--- src/rtl/irq_dma_pkg.sv ---
package irq_dma_pkg;

    typedef enum logic [1:0] {
        ST_IDLE = 2'd0,
        ST_RD   = 2'd1,
        ST_WR   = 2'd2
    } dma_st_e;

    localparam logic [2:0] CF_VEC  = 3'd0;
    localparam logic [2:0] CF_SRC  = 3'd1;
    localparam logic [2:0] CF_DST  = 3'd2;
    localparam logic [2:0] CF_CNT  = 3'd3;
    localparam logic [2:0] CF_MODE = 3'd4;

    function automatic logic [2:0] unit_bytes(input logic [1:0] sz);
        case (sz)
            2'd0:    unit_bytes = 3'd1;
            2'd1:    unit_bytes = 3'd2;
            default: unit_bytes = 3'd4;
        endcase
    endfunction

endpackage

--- src/rtl/irq_dma_flags.sv ---
module irq_dma_flags #(
    parameter int NSRC = 16
) (
    input  logic            clk,
    input  logic            rst_n,
    input  logic [NSRC-1:0] set,
    input  logic [NSRC-1:0] clr,
    input  logic [NSRC-1:0] ack,
    input  logic [NSRC-1:0] armed,
    output logic [NSRC-1:0] flag,
    output logic [NSRC-1:0] fwd
);

    typedef struct packed {
        logic [NSRC-1:0] pend;
    } flg_t;

    flg_t st_d, st_q;

    always_comb begin
        st_d = st_q;
        st_d.pend = (st_q.pend & ~clr & ~ack) | set;
    end

    always_ff @(posedge clk or negedge rst_n) begin
        if (!rst_n) st_q <= '0;
        else        st_q <= st_d;
    end

    assign flag = st_q.pend;
    assign fwd  = st_q.pend & ~armed;

    // a claimed flag is gone at the next edge unless a new event arrived
    p_flag_cleared_r2: assert property (@(posedge clk) disable iff (!rst_n)
        (|(clr & ~set)) |=> ((st_q.pend & $past(clr & ~set)) == '0));

endmodule

--- src/rtl/irq_dma_prio.sv ---
module irq_dma_prio #(
    parameter int N = 8,
    localparam int IW = (N > 1) ? $clog2(N) : 1
) (
    input  logic          clk,
    input  logic          rst_n,
    input  logic [N-1:0]  req,
    output logic [IW-1:0] gnt_idx,
    output logic          gnt_vld
);

    always_comb begin
        gnt_vld = 1'b0;
        gnt_idx = '0;
        for (int i = N - 1; i >= 0; i--) begin
            if (req[i]) begin
                gnt_vld = 1'b1;
                gnt_idx = IW'(i);
            end
        end
    end

    // nothing below the granted index is requesting
    p_lowest_first_r9: assert property (@(posedge clk) disable iff (!rst_n)
        gnt_vld |-> (req[gnt_idx] &&
                     ((req & ((N'(1) << gnt_idx) - N'(1))) == '0)));

endmodule

--- src/rtl/irq_dma_chan.sv ---
module irq_dma_chan
    import irq_dma_pkg::*;
#(
    parameter int AW  = 16,
    parameter int CW  = 16,
    parameter int SW  = 4,
    parameter int CFW = 16
) (
    input  logic           clk,
    input  logic           rst_n,
    input  logic           cfg_we,
    input  logic [2:0]     cfg_sel,
    input  logic [CFW-1:0] cfg_wdata,
    input  logic           upd,
    output logic [SW-1:0]  vec,
    output logic [AW-1:0]  src,
    output logic [AW-1:0]  dst,
    output logic [CW-1:0]  cnt,
    output logic [1:0]     size,
    output logic           burst,
    output logic           tc
);

    typedef struct packed {
        logic [SW-1:0] vec;
        logic [AW-1:0] src;
        logic [AW-1:0] dst;
        logic [CW-1:0] cnt;
        logic [1:0]    size;
        logic          burst;
        logic          tc;
    } ch_t;

    ch_t st_d, st_q;

    always_comb begin
        st_d    = st_q;
        st_d.tc = 1'b0;
        if (upd) begin
            st_d.src = st_q.src + AW'(unit_bytes(st_q.size));
            st_d.dst = st_q.dst + AW'(unit_bytes(st_q.size));
            st_d.cnt = st_q.cnt - CW'(1);
            if (st_q.cnt == CW'(1)) begin
                st_d.vec = '0;
                st_d.tc  = 1'b1;
            end
        end
        if (cfg_we) begin
            case (cfg_sel)
                CF_VEC:  st_d.vec = cfg_wdata[SW-1:0];
                CF_SRC:  st_d.src = cfg_wdata[AW-1:0];
                CF_DST:  st_d.dst = cfg_wdata[AW-1:0];
                CF_CNT:  st_d.cnt = cfg_wdata[CW-1:0];
                CF_MODE: begin
                    st_d.size  = cfg_wdata[1:0];
                    st_d.burst = cfg_wdata[2];
                end
                default: ;
            endcase
        end
    end

    always_ff @(posedge clk or negedge rst_n) begin
        if (!rst_n) st_q <= '0;
        else        st_q <= st_d;
    end

    assign vec   = st_q.vec;
    assign src   = st_q.src;
    assign dst   = st_q.dst;
    assign cnt   = st_q.cnt;
    assign size  = st_q.size;
    assign burst = st_q.burst;
    assign tc    = st_q.tc;

    // the end pulse comes with a disarmed selector
    p_disarm_on_end_r7: assert property (@(posedge clk) disable iff (!rst_n)
        (st_q.tc && !$past(cfg_we)) |-> (st_q.vec == '0));

    // every unit takes exactly one off the count
    p_count_step_r6: assert property (@(posedge clk) disable iff (!rst_n)
        (upd && !cfg_we) |=> (st_q.cnt == $past(st_q.cnt) - CW'(1)));

endmodule

--- src/rtl/irq_dma_ctrl.sv ---
module irq_dma_ctrl
    import irq_dma_pkg::*;
#(
    parameter int NCH  = 8,
    parameter int NSRC = 16,
    parameter int AW   = 16,
    parameter int DW   = 32,
    parameter int CW   = 16,
    localparam int CHW = $clog2(NCH),
    localparam int SW  = $clog2(NSRC),
    localparam int CFW = (AW > CW) ? AW : CW
) (
    input  logic            clk,
    input  logic            rst_n,
    input  logic            cfg_we,
    input  logic [CHW-1:0]  cfg_ch,
    input  logic [2:0]      cfg_sel,
    input  logic [CFW-1:0]  cfg_wdata,
    input  logic [NSRC-1:0] irq_set,
    input  logic [NSRC-1:0] gen_ack,
    input  logic [2:0]      cpu_mask,
    input  logic            cpu_standby,
    output logic [NSRC-1:0] gen_irq,
    output logic [NCH-1:0]  tc_irq,
    output logic            mem_req,
    output logic            mem_we,
    output logic [AW-1:0]   mem_addr,
    output logic [1:0]      mem_size,
    output logic [DW-1:0]   mem_wdata,
    input  logic [DW-1:0]   mem_rdata,
    input  logic            mem_ready
);

    typedef struct packed {
        dma_st_e        st;
        logic [CHW-1:0] ch;
        logic [DW-1:0]  data;
    } ctl_t;

    ctl_t st_d, st_q;

    logic [SW-1:0]   vec_a   [NCH];
    logic [AW-1:0]   src_a   [NCH];
    logic [AW-1:0]   dst_a   [NCH];
    logic [CW-1:0]   cnt_a   [NCH];
    logic [1:0]      size_a  [NCH];
    logic            burst_a [NCH];
    logic [NCH-1:0]  tc_v, upd_v, req_v;
    logic [NSRC-1:0] flag_v, armed_v, clr_v;
    logic [CHW-1:0]  gnt_idx;
    logic            gnt_vld;
    logic            may_accept;

    for (genvar c = 0; c < NCH; c++) begin : g_chan
        irq_dma_chan #(
            .AW(AW), .CW(CW), .SW(SW), .CFW(CFW)
        ) u_chan (
            .clk       (clk),
            .rst_n     (rst_n),
            .cfg_we    (cfg_we && (cfg_ch == CHW'(c))),
            .cfg_sel   (cfg_sel),
            .cfg_wdata (cfg_wdata),
            .upd       (upd_v[c]),
            .vec       (vec_a[c]),
            .src       (src_a[c]),
            .dst       (dst_a[c]),
            .cnt       (cnt_a[c]),
            .size      (size_a[c]),
            .burst     (burst_a[c]),
            .tc        (tc_v[c])
        );
    end

    always_comb begin
        armed_v = '0;
        req_v   = '0;
        for (int c = 0; c < NCH; c++) begin
            if (vec_a[c] != '0) begin
                armed_v[vec_a[c]] = 1'b1;
                req_v[c]          = flag_v[vec_a[c]];
            end
        end
    end

    irq_dma_flags #(.NSRC(NSRC)) u_flags (
        .clk   (clk),
        .rst_n (rst_n),
        .set   (irq_set),
        .clr   (clr_v),
        .ack   (gen_ack),
        .armed (armed_v),
        .flag  (flag_v),
        .fwd   (gen_irq)
    );

    irq_dma_prio #(.N(NCH)) u_prio (
        .clk     (clk),
        .rst_n   (rst_n),
        .req     (req_v),
        .gnt_idx (gnt_idx),
        .gnt_vld (gnt_vld)
    );

    // DMA acts at level 6: blocked only by mask 7 or standby
    assign may_accept = (cpu_mask != 3'd7) && !cpu_standby;

    always_comb begin
        st_d  = st_q;
        clr_v = '0;
        upd_v = '0;
        case (st_q.st)
            ST_IDLE: begin
                if (gnt_vld && may_accept) begin
                    st_d.st                = ST_RD;
                    st_d.ch                = gnt_idx;
                    clr_v[vec_a[gnt_idx]]  = 1'b1;
                end
            end
            ST_RD: begin
                if (mem_ready) begin
                    st_d.data = mem_rdata;
                    st_d.st   = ST_WR;
                end
            end
            ST_WR: begin
                if (mem_ready) begin
                    upd_v[st_q.ch] = 1'b1;
                    if (burst_a[st_q.ch] && (cnt_a[st_q.ch] != CW'(1)))
                        st_d.st = ST_RD;
                    else
                        st_d.st = ST_IDLE;
                end
            end
            default: st_d.st = ST_IDLE;
        endcase
    end

    always_ff @(posedge clk or negedge rst_n) begin
        if (!rst_n) st_q <= '{st: ST_IDLE, ch: '0, data: '0};
        else        st_q <= st_d;
    end

    assign mem_req   = (st_q.st != ST_IDLE);
    assign mem_we    = (st_q.st == ST_WR);
    assign mem_addr  = (st_q.st == ST_RD) ? src_a[st_q.ch] : dst_a[st_q.ch];
    assign mem_size  = size_a[st_q.ch];
    assign mem_wdata = st_q.data;
    assign tc_irq    = tc_v;

    // a stalled beat keeps its address and direction
    p_stall_hold_r11: assert property (@(posedge clk) disable iff (!rst_n)
        (mem_req && !mem_ready) |=> (mem_req && $stable(mem_addr) && $stable(mem_we)));

    // mask level 7 keeps the engine idle
    p_mask_blocks_r3: assert property (@(posedge clk) disable iff (!rst_n)
        (!mem_req && cpu_mask == 3'd7) |=> !mem_req);

    // standby keeps the engine idle
    p_standby_blocks_r4: assert property (@(posedge clk) disable iff (!rst_n)
        (!mem_req && cpu_standby) |=> !mem_req);

    // at most one end pulse, and only right after a write beat
    p_tc_onehot_r7: assert property (@(posedge clk) disable iff (!rst_n)
        $onehot0(tc_irq));
    p_tc_after_write_r7: assert property (@(posedge clk) disable iff (!rst_n)
        (tc_irq != '0) |-> $past(mem_req && mem_we && mem_ready));

endmodule

--- config.mk ---
export PLATFORM = sky130hd
export DESIGN_NAME = irq_dma_ctrl
export DESIGN_NICKNAME = d
export VERILOG_FILES = /design/src/rtl/irq_dma_pkg.sv /design/src/rtl/irq_dma_flags.sv /design/src/rtl/irq_dma_prio.sv /design/src/rtl/irq_dma_chan.sv /design/src/rtl/irq_dma_ctrl.sv
export SDC_FILE = /design/constraint.sdc
export NUM_CORES = 2
export LEC_CHECK = 0
export ABC_AREA = 1
export BUFFER_PORTS_ARGS = -buffer_cell sky130_fd_sc_hd__buf_2
export CORE_MARGIN = 5
export CORE_UTILIZATION = 49
export CTS_CLUSTER_DIAMETER = 60
export DETAILED_ROUTE_END_ITERATION = 8
export GPL_TIMING_DRIVEN = 0
export HOLD_SLACK_MARGIN = 0.12
export PLACE_DENSITY = 0.75
export SLEW_MARGIN = 20
export SYNTH_ARGS = -nofsm -noshare
export SYNTH_HDL_FRONTEND = slang
export SYNTH_HIERARCHICAL = 1
export SYNTH_SLANG_ARGS = --single-unit
--- constraint.sdc ---
create_clock -name clk -period 4.85 [get_ports clk]
set_clock_uncertainty 0.15 [all_clocks]
set_input_delay 0.97 -clock clk [delete_from_list [all_inputs] [get_ports clk]]
set_output_delay 0.97 -clock clk [all_outputs]
set_load 0.03 [all_outputs]
======== Yosys cells after proc, flatten, opt, wreduce, memory -nomap -nowiden ========
Cells that the tools add are included.
cells by class
  $add $sub $neg .......................... 24
  bitwise operators ....................... 16
  reductions and logical operators ........ 53
  equality and inequality tests ........... 34
  $lt $le $gt $ge ......................... 22
  muxes and demuxes ....................... 192
operators by type and width
  operator                                                                      number
  16-bit two-way mux                                                            41
  55-bit two-way mux                                                            8
  52-bit two-way mux                                                            8
  16-bit by 3-bit adder with 16-bit output                                      16
  16-bit binary-select mux with 3-bit select                                    3
  16-bit by 1-bit == test with 1-bit output, second input constant              8
  16-bit OR                                                                     8
  16-bit by 1-bit subtractor with 16-bit output, second input constant          8
  3-bit two-way mux                                                             24
  4-bit two-way mux                                                             18
  1-bit two-way mux                                                             53
  16-bit bitwise AND                                                            3
  16-bit inverter                                                               3
  3-bit one-hot mux with 2 select lines                                         8
  4-bit by 5-bit less-than comparator with 1-bit output, second input constant  9
  1-bit demux with 4-bit select                                                 9
  4-bit by 1-bit >= comparator with 1-bit output, second input constant         9
  1-bit binary-select mux with 4-bit select                                     8
  4-bit nonzero test                                                            8
  1-bit logical AND                                                             21
  2-bit AND reduction                                                           10
  2-bit by 1-bit == test with 1-bit output, second input constant               9
  2-bit logical NOT                                                             9
  8-bit two-way mux                                                             2
  23 further kinds                                                              38
storage, ports and cells
  output and inout bits ................... 76
  word-level logic and storage cells ...... 401
  input bits .............................. 94
  flip-flop bits (word level) ............. 501

======== Depth between registers and ports, before layout ========
  word-level depth ........................ 25
  gate-level depth with buffers ........... 29
  gate-level depth less buffers ........... 27

======== By module ========
The synthesis kept the hierarchy.
modules (own cells, without submodules)
  module                               seq. area each (um^2)  cells each  times used  area an instance (um^2)
  irq_dma_chan (g_chan[0].u_chan ...)  1401.3                 495         7           3616.0
  irq_dma_ctrl                         925.9                  1467        1           7850.0
  irq_dma_chan (g_chan[2].u_chan)      1401.3                 507         1           3553.4
  irq_dma_flags                        400.4                  128         1           840.8
  irq_dma_prio                         0.0                    22          1           98.8

======== Worst setup path after synthesis ========
No wires, ideal clock.
  kind .................................... flip-flop to flip-flop
  from .................................... register g_chan[5].u_chan.st_q, in the netlist g_chan[5].u_chan/vec[0]
  to ...................................... register u_flags.st_q, in the netlist u_flags/flag[0]
  clock period less this slack ............ 3031 ps
  data required time ...................... 4583 ps
  data arrival time ....................... 2763 ps
  setup time .............................. 117 ps
  stages on the path, launching flop included .. 26
  path buffers ............................ 2
  setup slack ............................. 1819 ps
  cells stage by stage .................... dfrtp_1 inv_1 nor2_1 a22oi_1 o221ai_1 nand2_1 nand2_1 nor2_1 nor2_1 inv_1 nand2_1 nand2_1 nand2_1 nand2_1 a21oi_1 buf_2 inv_1 buf_2 o21ai_0 o22ai_1 mux2i_1 nand3b_1 nor2_1 inv_1 nand3_1 nand2_1
RTL lines
  element                   line                 source
  start: declaration        irq_dma_chan.sv:34   ch_t st_d, st_q;
  start signal: assignment  irq_dma_chan.sv:65   else st_q <= st_d;
  end signal: assignment    irq_dma_flags.sv:27  else st_q <= st_d;
  end: declaration          irq_dma_flags.sv:18  flg_t st_d, st_q;

======== Worst setup path after layout ========
  from .................................... register st_q[33] (netlist bit)
  to ...................................... output mem_addr[12]
on the way
  longest elaborated chain between the ends .. 5
  elaborated cells between the ends (all ways) .. 8
  those cells by class .................... mux: 7; bitwise: 1
ends and longest elaborated chain
  element                                                     line                 source
  start: declaration                                          irq_dma_ctrl.sv:40   ctl_t st_d, st_q;
  start signal: assignment                                    irq_dma_ctrl.sv:139  if (!rst_n) st_q <= '{st: ST_IDLE, ch: '0, data: '0};
  start signal: assignment                                    irq_dma_ctrl.sv:140  else st_q <= st_d;
  3-bit inverter with 4-bit output (implied by the code) (*)  irq_dma_ctrl.sv:145  assign mem_addr = (st_q.st == ST_RD) ? src_a[st_q.ch] : dst_a[st_q.ch];
  16-bit binary-select mux with 3-bit select                  irq_dma_ctrl.sv:145
  16-bit two-way mux (implied by the code) (2 in a row)       irq_dma_ctrl.sv:145
  16-bit two-way mux (*)                                      irq_dma_ctrl.sv:145
  end: declaration                                            irq_dma_ctrl.sv:27   output logic [AW-1:0] mem_addr,
Every way passes the cells marked *; elsewhere a longest branch is shown, timed or not. The select of a mux whose other input is x is not followed.

==> results.json <==
{
  "finalSetupViolCount": 0,
  "post_cts_resized": 0,
  "rsz0062_at_grt": "no",
  "tritoncts": "yes",
  "startpoint_type": "flip-flop",
  "required_ns": 3.73,
  "cts_sinks": 501,
  "htreeDepth": 3,
  "first_pass_iters": 7,
  "ys_types": 52,
  "p_leak_nw": 21.4,
  "syn_inst": 5589,
  "synth-seq-cells": 501,
  "dpl_cell_area_sq_um": 40000,
  "port-buffer-count": 169,
  "max_stage_delay_ns": 0.73,
  "worstSetupPathType": "flip-flop to output port",
  "slowest_stage": "clkbuf_1",
  "synth-seq-area-share_pct": 33.3,
  "power_density_nw_per_um2": 542,
  "dp_hpwl_um": 115000,
  "clk_latency_ns": 0.63,
  "synth_edf_count": 0,
  "avgSynthCellArea_sq_um": 6.74,
  "hold_viol": 0,
  "end_kind": "output port",
  "regToRegStartpoint": "g_chan[5].u_chan/vec[0]$_DFF_PN0_",
  "globalRouteTotalUtil_pct": 36.2,
  "cts_buffer_depth": 3,
  "cap_violations": 0,
  "postCtsSetupBuffers": 0,
  "cp_common_cell": "nand3_1",
  "synth_top_area_cell": "dfrtp_1",
  "nets": 5976,
  "cp_data_arrival_time_ns": 3.72,
  "die_w_um": 287,
  "postLayoutCellArea_sq_um": 42300,
  "syn_nets": 5731,
  "crit_chain": "nor2_2, clkbuf_1, a22o_1, a21oi_1, nand3_1, nand3_1, nand2_1, buf_2",
  "wl_per_cell_um": 22.3,
  "via_count": 40724,
  "cts_made_buffers": 69,
  "ys_top_cells_by_count": "nand2_1, inv_1, nor2_1, nand3_1, dfrtp_1",
  "overflow": 0,
  "ir_worst_vdd_mv": 0.810,
  "drive_gt1_share_pct": 13.3,
  "antenna_found_initial": 6,
  "gp_congestion": 1.06,
  "synth_most_common_cell": "nand2_1",
  "critPathTopFamily": "simple AND/OR/NAND/NOR gates",
  "netlist_area_sq_um": 37700,
  "ant_nets": 0,
  "rr_endpoint": "u_flags/flag[2]$_DFF_PN0_",
  "clkTransAtPathRegs_ns": 0.05,
  "period_minus_slack_ns": 4.84,
  "postCtsHoldBufs": 0,
  "netlist_top_cells_area": "dfrtp_1, nand2_1, inv_1",
  "die_y_um": 287,
  "grt_pass1_vias": 37302,
  "power_mw": 23.0,
  "cts-root-buf": "clkbuf_16",
  "crit_buf_inv": 2,
  "grt_max_degree": 96,
  "setup_tns_ns": 0,
  "worst_pin_slew_ns": 1.23,
  "ys.flop_type": "dfrtp_1",
  "timing.final.crit_share_pct": 99.8,
  "outcome": "complete, no violations",
  "boundaryPins": 170,
  "drt_first_iter_violations": 5475,
  "yosys_warnings": 6,
  "remaining_drc_errors": 0,
  "wl_um": 154000,
  "fmax_ghz": 0.207,
  "core_area_sq_um": 76100,
  "start_util_pct": 49.5,
  "slew_headroom_pct": 17.7,
  "reg2regPathDepth": 27,
  "r2r_slack_ns": 0.67,
  "slew_violations": 0,
  "synth_top_area_share_pct": 33.3,
  "rows": 101,
  "syn2layout_area_growth_pct": 12.4,
  "path_max_fanout": 10,
  "grt_pass1_wl_um": 228000,
  "via_per_inst": 5.88,
  "die_area_sq_um": 82500,
  "hold_class": "primary input to asynchronous set/reset pin",
  "async_flop_share_pct": 100
}
[layer usage]
metal,GRT usage (%),vias to the layer above,part of all wire [%]
li1,-,18578,-
met1,47.9,19066,39
met5,0,-,0.0084
met4,20.4,2,7.1
met3,9.31,546,12
met2,53.9,2532,42
[logic make-up after synthesis]
family / after synthesis / share of synthesized area (%)
compound gates: 867 / 14.2
simple gates: 2899 / 34.8
mux: 41 / 1.20
flops: 501 / 33.3
fa+ha+maj: 48 / 1.59
xor+xnor: 114 / 2.65
other cells: 1 / 0.00996
buf+inv: 1118 / 12.3
[cell type report]
| type | count | area, sq um |
|---|---|---|
| inverter | 931 | 3520 |
| sequential | 501 | 12500 |
| antenna | 6 | 15.0 |
| clock inverter | 30 | 400 |
| multi-input combinational | 3970 | 20500 |
| tap | 1030 | 1290 |
| timing repair buffer | 174 | 1000 |
| fill | 7437 | 33700 |
| buffer | 187 | 1100 |
| clock buffer | 94 | 1950 |
[how the worst max path moves through the flow]
stage                                      start                    endpoint  slack (ns)  cells after the start
2_1_floorplan  g_chan[5].u_chan/vec[0]$_DFF_PN0_   u_flags/flag[0]$_DFF_PN0_        1.82                     25
3_3_place_gp                               rst_n  u_flags/flag[13]$_DFF_PN0_       -8.21                      1
3_5_place_dp   g_chan[6].u_chan/vec[0]$_DFF_PN0_   u_flags/flag[5]$_DFF_PN0_        0.85                     27
4_1_cts                     st_q[33]$_DFFE_PN0P_                mem_addr[12]        0.29                      8
5_1_grt                     st_q[33]$_DFFE_PN0P_                mem_addr[12]        0.11                      8
6_report                    st_q[33]$_DFFE_PN0P_                mem_addr[12]        0.01                      8
[stage by stage]
stage	cells	setup WS, ns	utilization [%]	hold WS, ns
floorplan	5589	1.82	-	0.298
global placement	6788	-8.21	52.3	0.319
detailed placement	6793	0.845	52.5	0.325
CTS	6917	0.294	55.6	0.234
global route	6918	0.113	55.6	0.276
finish	6923	0.0107	55.6	0.217
[state kept, by name (all words and copies together) (netlist names)]
name                 cells
mem_wdata               32
g_chan.u_chan/size      16
g_chan.u_chan/vec       32
g_chan.u_chan/tc         8
g_chan.u_chan/burst      8
g_chan.u_chan/src      128
g_chan.u_chan/cnt      128
g_chan.u_chan/dst      128
st_q                     5
u_flags/flag            16
[where the power goes]
group          internal [mW]  total (mW)  switching [mW]
sequential              5.29        6.91            1.62
combinational           3.40        10.7            7.29
clock                   3.26        5.34            2.08
total                   12.0        23.0            11.0
[placed cells by master (no fill, tap or decap), types with 88 or more instances in the layout]
master and count:
nand2_1 1445, inv_1 881, nor2_1 521, o22ai_1 88, o21ai_0 225, nand3_1 518, dfrtp_1 501, a21oi_1 190
buf_2 242, nand4_1 112
[worst register-to-register path, cell delays in order (launching register included)]
cell and delay [ns]:
dfrtp_1 0.46, inv_1 0.13, nor2_1 0.46, a22oi_1 0.13, o221ai_1 0.11, nand2_1 0.11
nand2_1 0.07, nor2_1 0.04, nor2_1 0.17, inv_1 0.08, nand2_1 0.07, nand2_1 0.05
nand2_1 0.05, nand2_1 0.05, a21oi_1 0.11, buf_2 0.20, inv_1 0.12, buf_2 0.19
o21ai_0 0.32, nand2_1 0.09, nand2_1 0.06, o21ai_0 0.23, inv_1 0.15, nand2_1 0.15
nor2_1 0.15, inv_1 0.05, nand3_1 0.06, nand2_1 0.06
No activity file was read; power rests on OpenSTA's default activity.
